--- src/rtl/ea_pkg.sv ---
package ea_pkg;

    localparam int OP_W = 8;

    typedef enum logic [2:0] {
        CL_JMP  = 3'd0,
        CL_JSR  = 3'd1,
        CL_ISZ  = 3'd2,
        CL_DSZ  = 3'd3,
        CL_LDA  = 3'd4,
        CL_STA  = 3'd5,
        CL_NONE = 3'd7
    } op_class_e;

    typedef enum logic [1:0] {
        BASE_ZERO = 2'd0,
        BASE_PC   = 2'd1,
        BASE_AC2  = 2'd2,
        BASE_AC3  = 2'd3
    } base_e;

    typedef enum logic {
        ST_IDLE = 1'b0,
        ST_WAIT = 1'b1
    } fetch_state_e;

    typedef struct packed {
        op_class_e   cls;
        logic [1:0]  acc;
        logic        ind;
        base_e       base;
        logic        bad;
    } dec_t;

    // Class of a legal opcode from its top five bits
    function automatic op_class_e class_of(input logic [OP_W-1:0] op);
        op_class_e c;
        unique case (op[7:5])
            3'b000: begin
                case (op[4:3])
                    2'b00:   c = CL_JMP;
                    2'b01:   c = CL_JSR;
                    2'b10:   c = CL_ISZ;
                    default: c = CL_DSZ;
                endcase
            end
            3'b001:  c = CL_LDA;
            3'b010:  c = CL_STA;
            default: c = CL_NONE;
        endcase
        return c;
    endfunction

endpackage

--- src/rtl/ea_decode.sv ---
module ea_decode
    import ea_pkg::*;
(
    input  logic [OP_W-1:0] op,
    output dec_t            dec
);
    op_class_e cls;
    logic      bad;

    always_comb begin
        cls = class_of(op);
        bad = (cls == CL_NONE);
    end

    always_comb begin
        dec.cls  = cls;
        dec.bad  = bad;
        dec.base = base_e'(op[1:0]);
        dec.ind  = op[2] & ~bad;
        dec.acc  = ((cls == CL_LDA) || (cls == CL_STA)) ? op[4:3] : 2'b00;
    end
endmodule

--- src/rtl/ea_addr.sv ---
module ea_addr
    import ea_pkg::*;
#(
    parameter int AW = 16,
    parameter int DW = 8
) (
    input  base_e           base,
    input  logic [DW-1:0]   disp,
    input  logic [AW-1:0]   pc,
    input  logic [AW-1:0]   ac2,
    input  logic [AW-1:0]   ac3,
    output logic [AW-1:0]   addr
);
    localparam int EXT = AW - DW;

    logic [AW-1:0] disp_z;
    logic [AW-1:0] disp_s;
    logic [AW-1:0] base_v;

    generate
        if (EXT > 0) begin : g_ext
            assign disp_z = {{EXT{1'b0}}, disp};
            assign disp_s = {{EXT{disp[DW-1]}}, disp};
        end else begin : g_trunc
            assign disp_z = disp[AW-1:0];
            assign disp_s = disp[AW-1:0];
        end
    endgenerate

    always_comb begin
        unique case (base)
            BASE_PC:  base_v = pc;
            BASE_AC2: base_v = ac2;
            BASE_AC3: base_v = ac3;
            default:  base_v = '0;
        endcase
    end

    always_comb begin
        if (base == BASE_ZERO) addr = disp_z;
        else                   addr = base_v + disp_s;
    end
endmodule

--- src/rtl/ea_fetch.sv ---
module ea_fetch
    import ea_pkg::*;
#(
    parameter int AW = 16
) (
    input  logic          clk,
    input  logic          rst,
    input  logic          launch,
    input  logic          launch_ind,
    input  logic          launch_bad,
    input  logic [AW-1:0] launch_addr,
    input  logic          mem_valid,
    input  logic [AW-1:0] mem_data,
    output logic          mem_req,
    output logic [AW-1:0] mem_addr,
    output logic          done,
    output logic          illegal,
    output logic [AW-1:0] ea,
    output logic          busy
);
    fetch_state_e state;

    always_ff @(posedge clk) begin
        if (rst) begin
            state    <= ST_IDLE;
            mem_req  <= 1'b0;
            mem_addr <= '0;
            done     <= 1'b0;
            illegal  <= 1'b0;
            ea       <= '0;
        end else begin
            done    <= 1'b0;
            illegal <= 1'b0;
            unique case (state)
                ST_IDLE: begin
                    if (launch) begin
                        if (launch_bad) begin
                            illegal <= 1'b1;
                        end else if (launch_ind) begin
                            state    <= ST_WAIT;
                            mem_req  <= 1'b1;
                            mem_addr <= launch_addr;
                        end else begin
                            done <= 1'b1;
                            ea   <= launch_addr;
                        end
                    end
                end
                ST_WAIT: begin
                    if (mem_valid) begin
                        state   <= ST_IDLE;
                        mem_req <= 1'b0;
                        done    <= 1'b1;
                        ea      <= mem_data;
                    end
                end
                default: state <= ST_IDLE;
            endcase
        end
    end

    assign busy = (state == ST_WAIT);
endmodule

--- src/rtl/ea_gen.sv ---
module ea_gen
    import ea_pkg::*;
#(
    parameter int AW = 16,
    parameter int DW = 8
) (
    input  logic            clk,
    input  logic            rst,
    input  logic            start,
    input  logic [OP_W-1:0] opcode,
    input  logic [DW-1:0]   disp,
    input  logic [AW-1:0]   pc,
    input  logic [AW-1:0]   ac2,
    input  logic [AW-1:0]   ac3,
    output logic            mem_req,
    output logic [AW-1:0]   mem_addr,
    input  logic            mem_valid,
    input  logic [AW-1:0]   mem_data,
    output logic            busy,
    output logic            done,
    output logic            illegal,
    output logic [AW-1:0]   ea,
    output logic [2:0]      iclass,
    output logic [1:0]      acsel,
    output logic            indirect
);
    dec_t          dec;
    logic [AW-1:0] raw_addr;
    logic          accept;
    dec_t          dec_q;

    ea_decode u_dec (
        .op  (opcode),
        .dec (dec)
    );

    ea_addr #(.AW(AW), .DW(DW)) u_addr (
        .base (dec.base),
        .disp (disp),
        .pc   (pc),
        .ac2  (ac2),
        .ac3  (ac3),
        .addr (raw_addr)
    );

    assign accept = start & ~busy;

    ea_fetch #(.AW(AW)) u_fetch (
        .clk         (clk),
        .rst         (rst),
        .launch      (accept),
        .launch_ind  (dec.ind),
        .launch_bad  (dec.bad),
        .launch_addr (raw_addr),
        .mem_valid   (mem_valid),
        .mem_data    (mem_data),
        .mem_req     (mem_req),
        .mem_addr    (mem_addr),
        .done        (done),
        .illegal     (illegal),
        .ea          (ea),
        .busy        (busy)
    );

    always_ff @(posedge clk) begin
        if (rst) begin
            dec_q <= '{cls: CL_NONE, acc: 2'b00, ind: 1'b0, base: BASE_ZERO, bad: 1'b0};
        end else if (accept) begin
            dec_q <= dec;
        end
    end

    assign iclass   = dec_q.cls;
    assign acsel    = dec_q.acc;
    assign indirect = dec_q.ind;
endmodule

--- config.mk ---
export PLATFORM = sky130hd
export DESIGN_NAME = ea_gen
export DESIGN_NICKNAME = d
export VERILOG_FILES = /design/src/rtl/ea_pkg.sv /design/src/rtl/ea_decode.sv /design/src/rtl/ea_addr.sv /design/src/rtl/ea_fetch.sv /design/src/rtl/ea_gen.sv
export SDC_FILE = /design/constraint.sdc
export NUM_CORES = 1
export LEC_CHECK = 0
export ABC_AREA = 1
export BUFFER_PORTS_ARGS = -buffer_cell sky130_fd_sc_hd__buf_2
export CORE_MARGIN = 4
export CORE_UTILIZATION = 45
export DETAILED_ROUTE_END_ITERATION = 16
export PLACE_DENSITY = 0.76
export SLEW_MARGIN = 20
export SYNTH_ARGS = -nofsm -noshare
export SYNTH_HDL_FRONTEND = slang
export SYNTH_SLANG_ARGS = --single-unit
export TNS_END_PERCENT = 20
--- constraint.sdc ---
create_clock -name clk -period 2.45 [get_ports clk]
set_input_delay 0.245 -clock clk [delete_from_list [all_inputs] [get_ports clk]]
set_output_delay 0.245 -clock clk [all_outputs]
set_load 0.01 [all_outputs]
==> impl_metrics.csv <==
group,metric,value,unit
sta,fin_crit,2.184,ns
synth,netlist_top_cells_count,"nand2_1, inv_1, nor2_1, a21oi_1, dfxtp_1",
clocking,clk_pin_slew,0.08,ns
sta,hold_ws,0.2028,ns
synth,netlist_area,3020,um2
critical_path,rr_startpoint,"u_fetch.busy",
sta,hold_viol,0,
routing,drc,0,
global_routing,grt_remaining_overflow,0,
critical_path,crit_arrival,2.40,ns
sta,worst_slew_pin_slew,0.5500,ns
synth,synth_top_flop_cell,"dfxtp_1",
run,maxCapViolCount,0,
synth,synth_area_leaders,"dfxtp_1, nand2_1, a21oi_1",
critical_path,rr_worst_depth,7,
die,die_w,89.93,um
routing,routedWlPerCell,12.58,um
global_routing,antenna_found_initial,0,
worst_hold_path,hp-start,"opcode[4]",
placed_design,dp_cells,686,
layout,final_layout_size_suffix_gt1_share,25.85,%
routing,wirelength,8702,um
routing,ant_nets,0,
die,die_area,8087,um2
synth,yosysTopAreaCell,"dfxtp_1",
global_routing,grt.total_usage,21.34,%
synth,synth_warnings,0,
synth,synth_cell_types,37,
synth,yosys_register_bits,42,
sta,final_max_slew_viol_count,0,
power,cellPowerDensity,481.3,nW/um2
global_routing,grt_pass1_wl,14700,um
sta,setup_viol,0,
layout,fin_area,3787,um2
layout,n_fill_cell,653,
layout,fin_util,58.97,%
clocking,clk_latency,0.29,ns
power,power_leakage,2.161,nW
sta,fin_skew,0.006303,ns
placed_design,io_buffers,125,
synth,syn-num-nets,592,
critical_path,worstSetupEndpointType,"register",
routing,vias_per_cell,5.121,
worst_hold_path,hp-class,"in -> reg",
global_routing,grt_max_degree,30,
clocking,cts_setup_buffers,0,
synth,synth_cells,492,
synth,avgSynthCellArea,6.139,um2
layout,n_antenna_cell,0,
die,top_level_ports,126,
synth,synth_edf_count,0,
die,start_util,47.03,%
clocking,cts_sinks,42,
critical_path,worstSetupPathType,"in -> reg",
clocking,cts_root_buffer,"clkbuf_8",
layout,area_growth,25.39,%
clocking,numCtsBuffers,5,
synth,synth_most_common_cell,"nand2_1",
die,core_area,6422,um2
critical_path,cp_max_fo,6,
synth,async_reset_ff_share,0,%
routing,drtIter0Drc,132,
placed_design,dp_hpwl,7049,um
power,vdd_ir_drop_max,0.3317,mV
sta,rsz0062_at_grt,"false",
die,die_y,89.93,um
layout,fin_nets,716,
layout,fin_cells,692,
sta,max_freq,0.4578,GHz
clocking,htree_levels,2,
critical_path,timing.reg2reg.setup_slack,0.71,ns
synth,ys_seq_area_share,27.84,%
clocking,holdBufCountCts,0,
clocking,cts-resized-gates,0,
critical_path,required,2.67,ns
routing,dr.pass1.iters,4,
routing,vias,3544,
critical_path,critPathLaunchType,"input pin",
placed_design,gp_congestion,0.9040,
outcome,outcome,"complete, no violations",
sta,slew_headroom,63.29,%
synth,netlist.area_leader.share,27.84,%
sta,min_period_over_period,89.16,%
critical_path,crit-reg2reg-capture,"u_fetch.mem_addr[7]",
global_routing,grt_pass1_vias,3403,
worst_hold_path,holdPathEnd,"iclass[1]",
die,row_count,29,
clocking,clockBufferDepth,2,
clocking,cts_tree,"built",
placed_design,place_area,3702,um2
worst_hold_path,whs_path_depth,3,
==> routing by layer <==
layer	GRT usage [%]	wire (um)
met1	25.78	3656
met2	37.84	4374
met3	4.090	466
met4	7.398	204
met5	0	0
==> metrics by stage <==
| stage | setup TNS [ns] | power, mW | worst slack (ns) |
|---|---|---|---|
| 2_1_floorplan | 0 | 1.182 | 0.4312 |
| 3_3_place_gp | 0 | 1.385 | 0.1089 |
| 3_5_place_dp | -0.01525 | 1.398 | -0.01525 |
| 4_1_cts | 0 | 1.829 | 0.2802 |
| 5_1_grt | 0 | 1.947 | 0.008040 |
| 6_report | 0 | 1.823 | 0.2655 |
==> cells by family after synthesis <==
| logic type | Yosys count | share of synthesized area [%] |
|---|---|---|
| buffers and inverters | 74 | 10.52 |
| adders and majority gates | 16 | 6.877 |
| AOI/OAI and AO/OA | 86 | 15.66 |
| xor gates and xnor gates | 5 | 1.450 |
| DFF | 42 | 27.84 |
| and+or+nand+nor | 269 | 37.66 |
==> layout by cell type, fill, tap and decap left out <==
cell type,n
a21oi_1,43
nand2_2,2
or2_2,1
a211oi_1,2
inv_2,5
nand2_1,164
a31oi_1,1
nand2_4,1
fa_1,1
a21oi_2,2
and3_1,1
xnor2_1,4
o21a_1,2
ha_1,15
a31oi_4,1
clkbuf_8,6
dfxtp_1,42
or2_1,1
nand3_1,36
o221ai_1,1
buf_2,125
nor2_4,1
nand3b_1,3
buf_4,8
nor3_2,1
xor2_1,1
nand3_2,3
o21ai_2,1
inv_1,53
nor2_1,45
nor2_2,1
nor3_1,5
o21ai_1,15
or2_4,1
nand4_1,3
o21ai_0,18
==> worst max-delay path, stage by stage <==
cell and delay, ns:
buf_2 0.16, inv_1 0.07, nor2_1 0.22, nand2_1 0.08, nand3_1 0.08, ha_1 0.16, inv_1 0.05, fa_1 0.35
inv_1 0.11, nand3_1 0.07, nand3_1 0.14, nand2_1 0.07, nand3_1 0.10, nor2_1 0.05, nor2_1 0.18, nand2_1 0.08
a21oi_1 0.16
==> flip-flops by register name (all words and copies together), names as in the netlist <==
| register | cells |
|---|---|
| u_fetch.done | 1 |
| u_fetch.ea | 16 |
| u_fetch.busy | 1 |
| u_fetch.mem_req | 1 |
| u_fetch.mem_addr | 16 |
| iclass | 3 |
| u_fetch.illegal | 1 |
| acsel | 2 |
| indirect | 1 |
==> final cells by class <==
| cell class | instances | area [um2] | area share (%) |
|---|---|---|---|
| clock buffer | 6 | 82.58 | 2.180 |
| sequential | 42 | 840.8 | 22.20 |
| tap | 77 | 96.34 | 2.544 |
| inverter | 58 | 217.7 | 5.748 |
| timing repair buffer | 133 | 685.7 | 18.10 |
| multi-input combinational | 376 | 1864 | 49.22 |
==> worst max path at each step <==
| stage | startpoint | to | slack, ns | cells after the start |
|---|---|---|---|---|
| after floorplan | opcode[1] | u_fetch.ea[12] | 0.43 | 17 |
| after global placement | opcode[0] | u_fetch.ea[15] | 0.11 | 17 |
| after detailed placement | opcode[1] | u_fetch.ea[8] | -0.02 | 17 |
| after CTS | opcode[1] | u_fetch.ea[8] | 0.28 | 17 |
| after global routing | opcode[0] | u_fetch.ea[8] | 0.008 | 17 |
| final | opcode[0] | u_fetch.ea[8] | 0.27 | 17 |
==> power by group <==
group	switching, mW	total (mW)	internal, mW
clock	0.221	0.438	0.217
combinational	0.390	0.647	0.257
sequential	0.0181	0.737	0.719
total	0.630	1.82	1.19
Note: power is estimated with default switching activity, not from simulation.
